`src/rtl/psr_pkg.sv`:
```
package psr_pkg;

    localparam int SR_W     = 16;
    localparam int NFLAG    = 5;
    localparam int IPM_W    = 3;

    localparam int BIT_C    = 0;
    localparam int BIT_V    = 1;
    localparam int BIT_Z    = 2;
    localparam int BIT_N    = 3;
    localparam int BIT_X    = 4;
    localparam int IPM_LO   = 8;
    localparam int BIT_S    = 13;
    localparam int BIT_T    = 15;

    localparam logic [SR_W-1:0]  IMPL_MASK = 16'hA71F;
    localparam logic [IPM_W-1:0] IPM_RESET = '1;
    localparam logic             S_RESET   = 1'b1;
    localparam logic             T_RESET   = 1'b0;

    typedef enum logic [1:0] {
        SZ_BYTE  = 2'b00,
        SZ_WORD  = 2'b01,
        SZ_LONG  = 2'b10,
        SZ_LONG2 = 2'b11
    } op_size_e;

    typedef enum logic [1:0] {
        TRC_OFF   = 2'b00,
        TRC_WATCH = 2'b01,
        TRC_FIRE  = 2'b10
    } trace_state_e;

endpackage

```
`src/rtl/psr_flag_eval.sv`:
```
module psr_flag_eval
    import psr_pkg::*;
#(
    parameter int DW = 32
) (
    input  logic [DW-1:0] result,
    input  logic [1:0]    size,
    input  logic          carry,
    input  logic          ovf,
    output logic [NFLAG-1:0] flags
);
    localparam int BYTE_MSB = 7;
    localparam int WORD_MSB = 15;
    localparam int LONG_MSB = DW - 1;

    logic z_bit;
    logic n_bit;

    always_comb begin
        unique case (op_size_e'(size))
            SZ_BYTE: begin
                n_bit = result[BYTE_MSB];
                z_bit = (result[BYTE_MSB:0] == '0);
            end
            SZ_WORD: begin
                n_bit = result[WORD_MSB];
                z_bit = (result[WORD_MSB:0] == '0);
            end
            default: begin
                n_bit = result[LONG_MSB];
                z_bit = (result == '0);
            end
        endcase
    end

    always_comb begin
        flags        = '0;
        flags[BIT_C] = carry;
        flags[BIT_V] = ovf;
        flags[BIT_Z] = z_bit;
        flags[BIT_N] = n_bit;
        flags[BIT_X] = carry;
    end
endmodule

```
`src/rtl/psr_ccr.sv`:
```
module psr_ccr
    import psr_pkg::*;
#(
    parameter int NF = NFLAG
) (
    input  logic          clk,
    input  logic          rst_n,
    input  logic          wr_set,
    input  logic [NF-1:0] wr_flags,
    input  logic          alu_set,
    input  logic [NF-1:0] alu_mask,
    input  logic [NF-1:0] alu_flags,
    output logic [NF-1:0] flags_q
);
    for (genvar i = 0; i < NF; i++) begin : g_flag
        logic flag_r;
        always_ff @(posedge clk or negedge rst_n) begin
            if (!rst_n) begin
                flag_r <= 1'b0;
            end else if (wr_set) begin
                flag_r <= wr_flags[i];
            end else if (alu_set && alu_mask[i]) begin
                flag_r <= alu_flags[i];
            end
        end
        assign flags_q[i] = flag_r;
    end
endmodule

```
`src/rtl/psr_sys.sv`:
```
module psr_sys
    import psr_pkg::*;
(
    input  logic             clk,
    input  logic             rst_n,
    input  logic             wr_full,
    input  logic [IPM_W-1:0] wr_ipm,
    input  logic             wr_s,
    input  logic             wr_t,
    output logic [IPM_W-1:0] ipm_q,
    output logic             s_q,
    output logic             t_q,
    output logic             viol_q
);
    logic grant;
    logic deny;

    assign grant = wr_full &&  s_q;
    assign deny  = wr_full && !s_q;

    always_ff @(posedge clk or negedge rst_n) begin
        if (!rst_n) begin
            ipm_q <= IPM_RESET;
            s_q   <= S_RESET;
            t_q   <= T_RESET;
        end else if (grant) begin
            ipm_q <= wr_ipm;
            s_q   <= wr_s;
            t_q   <= wr_t;
        end
    end

    always_ff @(posedge clk or negedge rst_n) begin
        if (!rst_n) begin
            viol_q <= 1'b0;
        end else begin
            viol_q <= deny;
        end
    end
endmodule

```
`src/rtl/psr_trace_fsm.sv`:
```
module psr_trace_fsm
    import psr_pkg::*;
(
    input  logic clk,
    input  logic rst_n,
    input  logic trace_on,
    input  logic insn_done,
    output logic trace_req
);
    trace_state_e state_q;
    trace_state_e state_d;

    always_ff @(posedge clk or negedge rst_n) begin
        if (!rst_n) begin
            state_q <= TRC_OFF;
        end else begin
            state_q <= state_d;
        end
    end

    always_comb begin
        state_d = state_q;
        unique case (state_q)
            TRC_OFF: begin
                if (trace_on) begin
                    state_d = insn_done ? TRC_FIRE : TRC_WATCH;
                end
            end
            TRC_WATCH: begin
                if (!trace_on) begin
                    state_d = TRC_OFF;
                end else if (insn_done) begin
                    state_d = TRC_FIRE;
                end
            end
            TRC_FIRE: begin
                if (!trace_on) begin
                    state_d = TRC_OFF;
                end else begin
                    state_d = insn_done ? TRC_FIRE : TRC_WATCH;
                end
            end
            default: state_d = TRC_OFF;
        endcase
    end

    always_comb begin
        trace_req = (state_q == TRC_FIRE);
    end
endmodule

```
`src/rtl/psr_unit.sv`:
```
module psr_unit
    import psr_pkg::*;
#(
    parameter int DW = 32
) (
    input  logic          clk,
    input  logic          rst_n,
    input  logic          alu_valid,
    input  logic [4:0]    alu_mask,
    input  logic [1:0]    alu_size,
    input  logic [DW-1:0] alu_result,
    input  logic          alu_carry,
    input  logic          alu_ovf,
    input  logic          wr_en,
    input  logic          wr_ccr_only,
    input  logic [15:0]   wr_data,
    input  logic          insn_done,
    output logic [15:0]   sr_q,
    output logic [2:0]    int_mask,
    output logic          supv,
    output logic          trace_en,
    output logic          trace_req,
    output logic          priv_viol
);
    logic [NFLAG-1:0] alu_flags;
    logic [NFLAG-1:0] ccr_q;
    logic [IPM_W-1:0] ipm_q;
    logic             s_q;
    logic             t_q;
    logic             unused_wr_bits;

    assign unused_wr_bits = ^{wr_data[7:5], wr_data[12:11], wr_data[14]};

    psr_flag_eval #(.DW(DW)) u_eval (
        .result (alu_result),
        .size   (alu_size),
        .carry  (alu_carry),
        .ovf    (alu_ovf),
        .flags  (alu_flags)
    );

    psr_ccr #(.NF(NFLAG)) u_ccr (
        .clk       (clk),
        .rst_n     (rst_n),
        .wr_set    (wr_en),
        .wr_flags  (wr_data[NFLAG-1:0]),
        .alu_set   (alu_valid),
        .alu_mask  (alu_mask),
        .alu_flags (alu_flags),
        .flags_q   (ccr_q)
    );

    psr_sys u_sys (
        .clk     (clk),
        .rst_n   (rst_n),
        .wr_full (wr_en && !wr_ccr_only),
        .wr_ipm  (wr_data[IPM_LO +: IPM_W]),
        .wr_s    (wr_data[BIT_S]),
        .wr_t    (wr_data[BIT_T]),
        .ipm_q   (ipm_q),
        .s_q     (s_q),
        .t_q     (t_q),
        .viol_q  (priv_viol)
    );

    psr_trace_fsm u_trace (
        .clk       (clk),
        .rst_n     (rst_n),
        .trace_on  (t_q),
        .insn_done (insn_done),
        .trace_req (trace_req)
    );

    always_comb begin
        sr_q                     = '0;
        sr_q[NFLAG-1:0]          = ccr_q;
        sr_q[IPM_LO +: IPM_W]    = ipm_q;
        sr_q[BIT_S]              = s_q;
        sr_q[BIT_T]              = t_q;
    end

    assign int_mask = ipm_q;
    assign supv     = s_q;
    assign trace_en = t_q;
endmodule

```
`config.mk`:
```
export PLATFORM = sky130hd
export DESIGN_NAME = psr_unit
export DESIGN_NICKNAME = d
export VERILOG_FILES = /design/src/rtl/psr_pkg.sv /design/src/rtl/psr_flag_eval.sv /design/src/rtl/psr_ccr.sv /design/src/rtl/psr_sys.sv /design/src/rtl/psr_trace_fsm.sv /design/src/rtl/psr_unit.sv
export SDC_FILE = /design/constraint.sdc
export NUM_CORES = 1
export LEC_CHECK = 0
export ABC_AREA = 1
export CORE_UTILIZATION = 32
export CTS_BUF_LIST = sky130_fd_sc_hd__clkbuf_4 sky130_fd_sc_hd__clkbuf_8
export CTS_CLUSTER_DIAMETER = 40
export CTS_CLUSTER_SIZE = 25
export DETAILED_ROUTE_END_ITERATION = 16
export HOLD_SLACK_MARGIN = 0.15
export PLACE_DENSITY = 0.91
export SLEW_MARGIN = 20
export SYNTH_ARGS = -nofsm -noshare
export SYNTH_HDL_FRONTEND = slang
export SYNTH_SLANG_ARGS = --single-unit
```
`constraint.sdc`:
```
create_clock -name clk -period 2.5 [get_ports clk]
set_clock_uncertainty 0.1 [all_clocks]
set_input_delay 0.25 -clock clk [delete_from_list [all_inputs] [get_ports clk]]
set_output_delay 0.25 -clock clk [all_outputs]
set_load 0.01 [all_outputs]
```
Word level (Yosys, flattened, before mapping):

Cells that the tools add are included.

* bits in registers: 13
* input bits: 63
* output and inout port bits: 23
* word-level logic and storage cells: 54

* equality and inequality tests: 5
* mux-type cells: 18
* reduce and logical (&&, ||, !) cells: 21

Operators with widths (number)
* $logic_not A32 Y1: 1
* $logic_not A16 Y1: 1
* $mux W1: 10
* $mux W2: 5
* $reduce_bool A2 Y1: 5
* $logic_and A1 B1 Y1: 8
* $logic_not A8 Y1: 1
* $pmux W2 S3: 1
* $eq A2 B1 Y1 const B: 2
* $logic_not A2 Y1: 2
* $pmux W1 S2: 2
* $ne A3 B3 Y1 const B: 1
* $eq A2 B2 Y1 const B: 1
* $logic_not A1 Y1: 2
* $ne A2 B2 Y1 const B: 1
* $reduce_and A2 Y1: 1

Depth between registers and ports, before layout:

Gate-level depths: netlist (run 1).

* depth in word-level cells: 4
* mapped depth: 7
* mapped depth without buffers: 7

Hierarchy:

A second synthesis (run 1) with hierarchy kept.

* cell total of the unflattened synthesis: 144
* area, all modules: 952.2 µm²

By module, submodules not included
* psr_ccr: times used 1, cells each 52, area an instance 346.6 µm², sequential area each 125.1 µm²
* psr_sys: times used 1, cells each 25, area an instance 234.0 µm², sequential area each 155.1 µm²
* psr_flag_eval: times used 1, cells each 42, area an instance 186.4 µm², sequential area each 0.0 µm²
* psr_unit: times used 1, cells each 14, area an instance 96.3 µm², sequential area each 0.0 µm²
* psr_trace_fsm: times used 1, cells each 11, area an instance 88.8 µm², sequential area each 50.0 µm²

Worst setup path after synthesis (run 1):

Ideal clock, no wire load.

* kind: reg-to-reg
* from: reg u_sys.s_q
* to: reg u_sys.t_q
* setup time: 0.125 ns
* data arrival time: 0.956 ns
* data required time: 2.275 ns
* path slack: 1.319 ns
* stages on the path, launching flop included: 3
* buffers on the path: 0
* period minus slack after synthesis: 1.181 ns
* cells stage by stage: dfstp_2 > nand2_4 > mux2_4

* word-level cells in the longest chain between the ends: 1

RTL lines
* start: declaration: line psr_sys.sv:11 `output logic s_q,`
* start signal: assignment: line psr_sys.sv:28 `s_q <= wr_s;`
* $logic_and A1 B1 Y1: line psr_sys.sv:18 `assign grant = wr_full && s_q;`
* end signal: assignment: line psr_sys.sv:29 `t_q <= wr_t;`
* end: declaration: line psr_sys.sv:12 `output logic t_q,`

No other way between the ends.
A chain may end at the register's enable or synchronous reset.

Final worst setup path (run 1):

* from: reg u_sys.s_q
* to: out sr_q[13]

RTL lines
* end: declaration: line psr_unit.sv:18 `output logic [15:0] sr_q,`

No word-level cell between the ends.

==> results.tsv, run 1 <==
stage	metric	value	unit
drt	ant_nets	0	
floorplan	die_w	53.9	µm
worst_hold_path	hold_path.class	primary input to asynchronous set/reset pin	
drt	drt-vias-per-instance	4.49	
pwr	p_sw_share	23.5	%
critical_path	crit_path_cell_trace	clkdlybuf4s50_1	
timing	tightest_slew	0.592	ns
timing	tns	0	ns
drt	vias	912	
finish	utilization	61.9	%
pwr	seq_power_share	43.2	%
critical_path	start_kind	register	
place	dpl.hpwl	1980	µm
critical_path	reg2reg_slack	1.32	ns
timing	layout_min_cycle_time	1.77	ns
timing	max_freq	566	MHz
drt	drc_errors	0	
clocking	cts_setup_buffers	0	
drt	first_pass_iters	4	
synthesis	yosysSeqAreaShare	38.4	%
synthesis	netlist_area	861	µm²
place	placed_area	0.00152	mm²
drt	highest_layer	met4	
clocking	cts-buffers-inserted	3	
clocking	cts_root_buf	clkbuf_4	
place	dp_cells	199	
drt	wl_met2	1320	µm
critical_path	worstPathArrival	1.42	ns
finish	area_delta_synth_final	79.7	%
place	place_congestion	0.731	
timing	finalSetupViolCount	0	
critical_path	cpPeakStageDelay	0.59	ns
global_route	antenna_found_initial	0	
finish	nets	237	
synthesis	syn_inst	108	
critical_path	cp_top_family	flip-flops	
drt	wirelength	2300	µm
floorplan	start_util	34.4	%
pwr	comb_power_share	30.3	%
drt	wl_per_cell	11.3	µm
timing	rsz0062_at_grt	no	
critical_path	cpMaxStageDelayCell	dfstp_2	
critical_path	crit_type	register to output pin	
critical_path	crit_path_end_kind	output pin	
drt	m1WireLength	828	µm
global_route	grt.total_usage	16.3	%
drt	wl_met3	141	µm
finish	fin_cells	203	
timing	slew_headroom	60.4	%
synthesis	avgSynthCellArea	7.97	µm²
clocking	cts_hold_buf	0	
floorplan	dieHeight	53.9	µm
synthesis	yosys_warnings	0	
global_route	grt_pass1_wl	3450	µm
clocking	cts_max_level	1	
flow_run	maxCapViolCount	0	
clocking	cts_tree	yes	
finish	diodes	0	
critical_path	critPathBufInv	1	
pwr	powerDensity	337	mW/mm²
pwr	net-switching-power	0.122	mW
place	io_buffers	73	
pwr	cellLeakagePower	0.655	nW
pwr	p_int	0.398	mW
synthesis	synth_cell_types	22	
pwr	peakVddDrop	259	µV
global_route	grt_max_degree	14	
floorplan	ios	86	
floorplan	coreArea	0.00250	mm²
floorplan	num_rows	18	
drt	drtIter0Drc	10	
clocking	clkLatencyLatePin	0.26	ns
timing	post-route-period-util	70.6	%
global_route	grt-ovfl-total	0	
status	status	completed	
timing	slew_violations	0	
pwr	clockPowerShare	26.5	%
clocking	clockBufferDepth	2	
clocking	path_clk_slew	0.08	ns
floorplan	die-area	0.00290	mm²
finish	final_cell_mix	73 x clkdlybuf4s50_1, 28 x nor2_1, 23 x nand2_1	
finish	final_common_cell	clkdlybuf4s50_1	
global_route	grt_pass1_vias	866	
critical_path	critical_path.max_fanout	5	
clocking	cts_resized	0	
synthesis	synth_seq_cells	13	
critical_path	crit_required	2.15	ns
timing	hold_viol_final	0	
finish	drive_gt1_share	8.67	%
finish	postLayoutCellArea	0.00155	mm²
clocking	cts.sinks	13	
finish	nFillCells	220	
-- cells by family (layout without fill, tap and decap cells) --
group,count (synthesis),after routing,share of synthesized area [%]
simple gates,60,60,29.4
mux,5,5,8.14
flops,13,13,38.4
compound gates,8,8,6.10
buf+inv,21,81,17.6
other cells,1,6,0.436
-- power groups by stage --
stage	clock (mW)	combinational (mW)	sequential [mW]
floorplan	0	0.0595	0.228
global placement	0	0.154	0.228
detailed placement	0	0.158	0.228
CTS	0.143	0.158	0.225
global route	0.152	0.172	0.226
finish	0.138	0.158	0.225
-- sequential cells by signal, summed over array words and instances (netlist names) --
| register | count |
|---|---|
| u_sys.s_q | 1 |
| u_sys.viol_q | 1 |
| u_sys.t_q | 1 |
| u_ccr.g_flag.flag_r | 5 |
| u_sys.ipm_q | 3 |
| u_trace.state_q | 2 |
-- per-stage QoR --
stage	setup WS [ns]	hold slack, ns	power (mW)
4_1_cts	0.724	0.252	0.526
3_5_place_dp	0.736	0.393	0.387
3_3_place_gp	0.742	0.381	0.382
5_1_grt	0.690	0.288	0.551
6_report	0.735	0.253	0.520
2_1_floorplan	1.32	-0.146	0.287
-- cells in the mapped netlist --
cell | count | share of area, %
buf_6 | 1 | 1.3
inv_6 | 1 | 1.0
o31a_1 | 1 | 1.0
o21ai_1 | 1 | 0.58
nor2_1 | 28 | 12
nor3_1 | 1 | 0.58
nand3b_1 | 1 | 0.87
conb_1 | 1 | 0.44
mux2_4 | 4 | 7.0
mux2i_1 | 1 | 1.2
dfrtp_1 | 9 | 26
buf_4 | 16 | 14
nand3_1 | 4 | 2.3
dfstp_2 | 4 | 12
and2_0 | 1 | 0.73
nand2_4 | 1 | 1.3
nand2_1 | 23 | 10
nor2_4 | 1 | 1.3
a21oi_1 | 3 | 1.7
inv_1 | 3 | 1.3
a31oi_1 | 1 | 0.73
o311ai_1 | 2 | 2.0
-- metal layers --
metal / vias up / track usage, %
met1: 412 / 17.2
met3: 2 / 2.26
met4: 0 / 4.39
met2: 39 / 32.7
li1: 459 / -
met5: - / 0
-- cell type report --
cell class | count | area [µm²] | share of cell area, %
clock buffers | 4 | 30.0 | 1.94
inverters | 4 | 20.0 | 1.29
multi-input cells | 79 | 398 | 25.7
flip-flops and latches | 13 | 330 | 21.4
well taps | 30 | 37.5 | 2.43
repair buffers | 73 | 731 | 47.2
-- path summary, 6_finish.rpt --
| kind | startpoint | endpoint | cells after the start |
|---|---|---|---|
| min | rst_n | u_ccr.g_flag[2].flag_r | 1 |
| max | u_sys.s_q | sr_q[13] | 1 |
| max reg2reg | u_sys.s_q | u_sys.t_q | 2 |
| max in group asynchronous | rst_n | u_sys.viol_q | 1 |
| min in group clk | u_sys.s_q | u_sys.s_q | 1 |
| min reg2reg | u_sys.s_q | u_sys.s_q | 1 |
No activity file was read; power rests on OpenSTA's default activity.
==> run 2, diff against run 1 <==
CORE_UTILIZATION = 27   (was 32)
PLACE_DENSITY = 0.82   (was 0.91)
clock period = 1.6 ns   (was 2.5 ns; I/O delays follow)
==> run 2 against run 1 <==
Effect of this change:
- first-iteration DRC count grew to 3.8 times the previous value
- sequential cell count is the same
- hold slack gained 0.077 ns
- power grew 59%
- critical endpoint is now trace_req
- largest cell class unchanged
==> results.tsv, run 2 (synthesis gave the netlist of run 1 again) <==
stage	metric	value	unit
critical_path	crit_path_end_kind	output pin	
floorplan	start_util	28.4	%
global_route	grt_max_degree	14	
drt	drc_errors	0	
finish	nets	242	
finish	multiInputGateArea	398	µm²
timing	finalWorstSetupSlack	0.0470	ns
place	place_congestion	0.681	
finish	top_regs	u_ccr.g_flag.flag_r: 5 flops, u_sys.ipm_q: 3 flops, u_trace.state_q: 2 flops	
timing	rsz0062_at_grt	no	
critical_path	crit_path_cell_trace	nor2_1 -> clkdlybuf4s50_1	
flow_run	maxCapViolCount	0	
drt	ant_nets	0	
finish	diodes	0	
clocking	cts_max_level	1	
clocking	cts-buffers-inserted	3	
drt	drt-vias-per-instance	4.14	
finish	drive_gt1_share	10.7	%
floorplan	dieHeight	58.5	µm
clocking	cts.sinks	13	
timing	layout_min_cycle_time	1.55	ns
critical_path	crit_required	1.34	ns
timing	post-route-period-util	97.1	%
pwr	seq_power_share	42.3	%
pwr	powerDensity	519	mW/mm²
clocking	clockBufferDepth	2	
pwr	comb_power_share	30.6	%
finish	final_cell_mix	65 x clkdlybuf4s50_1, 28 x nor2_1, 23 x nand2_1	
floorplan	num_rows	20	
drt	vias	920	
finish	area_delta_synth_final	85.2	%
critical_path	critPathBufInv	1	
clocking	clkLatencyLatePin	0.28	ns
clocking	cts_root_buf	clkbuf_4	
pwr	p_int	0.630	mW
place	place_ws	0.121	ns
critical_path	start_kind	register	
floorplan	die_w	58.5	µm
drt	wl_per_cell	9.50	µm
pwr	net-switching-power	0.197	mW
pwr	clockPowerShare	27.1	%
finish	final_common_cell	clkdlybuf4s50_1	
clocking	path_clk_slew	0.09	ns
critical_path	cpMaxStageDelayCell	clkdlybuf4s50_1	
critical_path	cpPeakStageDelay	0.53	ns
clocking	cts_tree	yes	
finish	largest_reg_flops	5	
global_route	grt_pass1_wl	3330	µm
global_route	antenna_found_initial	0	
finish	regMostFlops	u_ccr.g_flag.flag_r	
timing	finalSetupViolCount	0	
timing	slew_violations	0	
clocking	cts_setup_buffers	0	
critical_path	cp_top_family	buffers and inverters	
place	io_buffers	73	
critical_path	critical_path.max_fanout	2	
critical_path	crit_type	register to output pin	
status	status	completed	
drt	first_pass_iters	4	
global_route	grt.total_usage	12.8	%
timing	tns	0	ns
timing	max_freq	644	MHz
finish	nFillCells	306	
global_route	grt-ovfl-total	0	
timing	hold_viol_final	0	
finish	register_area	330	µm²
pwr	cellLeakagePower	0.718	nW
pwr	peakVddDrop	178	µV
pwr	p_sw_share	23.8	%
floorplan	ios	86	
place	dpl.hpwl	1810	µm
drt	wirelength	2110	µm
worst_hold_path	hold_path.class	primary input to register	
floorplan	die-area	0.00342	mm²
drt	drtIter0Drc	38	
global_route	grt_pass1_vias	866	
floorplan	coreArea	0.00303	mm²
critical_path	worstPathArrival	1.29	ns
[run 2: layout make-up]
cell class / count / share of cell area [%]
Clock buffer: 4 / 1.88
Inverter: 4 / 1.26
Multi-Input combinational cell: 79 / 25.0
Sequential cell: 13 / 20.7
Tap cell: 44 / 3.45
Timing Repair Buffer: 78 / 47.7
[run 2: worst reg2reg max path: cells and delay by family (launching register included)]
family | cells | cell delay, ns
flops | 1 | 0.60
simple gates | 1 | 0.09
mux | 1 | 0.29
[run 2: layer usage]
layer  part of all wire (%)  wire, µm  vias up  global-route usage (%)
met5                      0         0        -                       0
met4                      0         0        0                    7.14
met3                    7.8       164        0                    2.42
met2                     53      1120       47                    24.3
met1                     39       824      407                    13.1
li1                       -         -      466                       -
[run 2: final timing paths]
check / endpoint / depth (start not counted) / startpoint / slack [ns]
max: trace_req / 2 / u_trace.state_q[0] / 0.05
min: u_trace.state_q[1] / 3 / insn_done / 0.33
max reg2reg: u_sys.t_q / 2 / u_sys.s_q / 0.42
min reg2reg: u_ccr.g_flag[3].flag_r / 2 / u_ccr.g_flag[3].flag_r / 0.41
max in group asynchronous: u_sys.ipm_q[2] / 3 / rst_n / 0.52
min in group asynchronous: u_trace.state_q[1] / 3 / rst_n / 0.64
[run 2: repair_timing]
action | CTS | global route
hold endpoints to repair | 9 | 0
hold buffers | 1 | 0
endpoints found under the setup margin | 8 | 0
resized for setup | 8 | 0
[run 2: through the flow]
step                hold WS (ns)  area, µm²  std cells  total power [mW]  utilization, %
CTS                        0.323       1590        222             0.836            52.6
detailed placement         0.391       1560        217             0.610            51.7
global route               0.351       1590        222             0.870            52.6
global placement           0.381       1560        217             0.607            51.7
finish                     0.330       1590        222             0.828            52.6
floorplan                 -0.236        880        113             0.449               -
[run 2: power groups by stage]
stage,clock network (mW),registers (mW),logic [mW]
after global routing,0.241,0.352,0.277
final,0.224,0.350,0.253
after global placement,0,0.356,0.251
after detailed placement,0,0.356,0.253
after floorplan,0,0.356,0.0929
after CTS,0.230,0.350,0.256
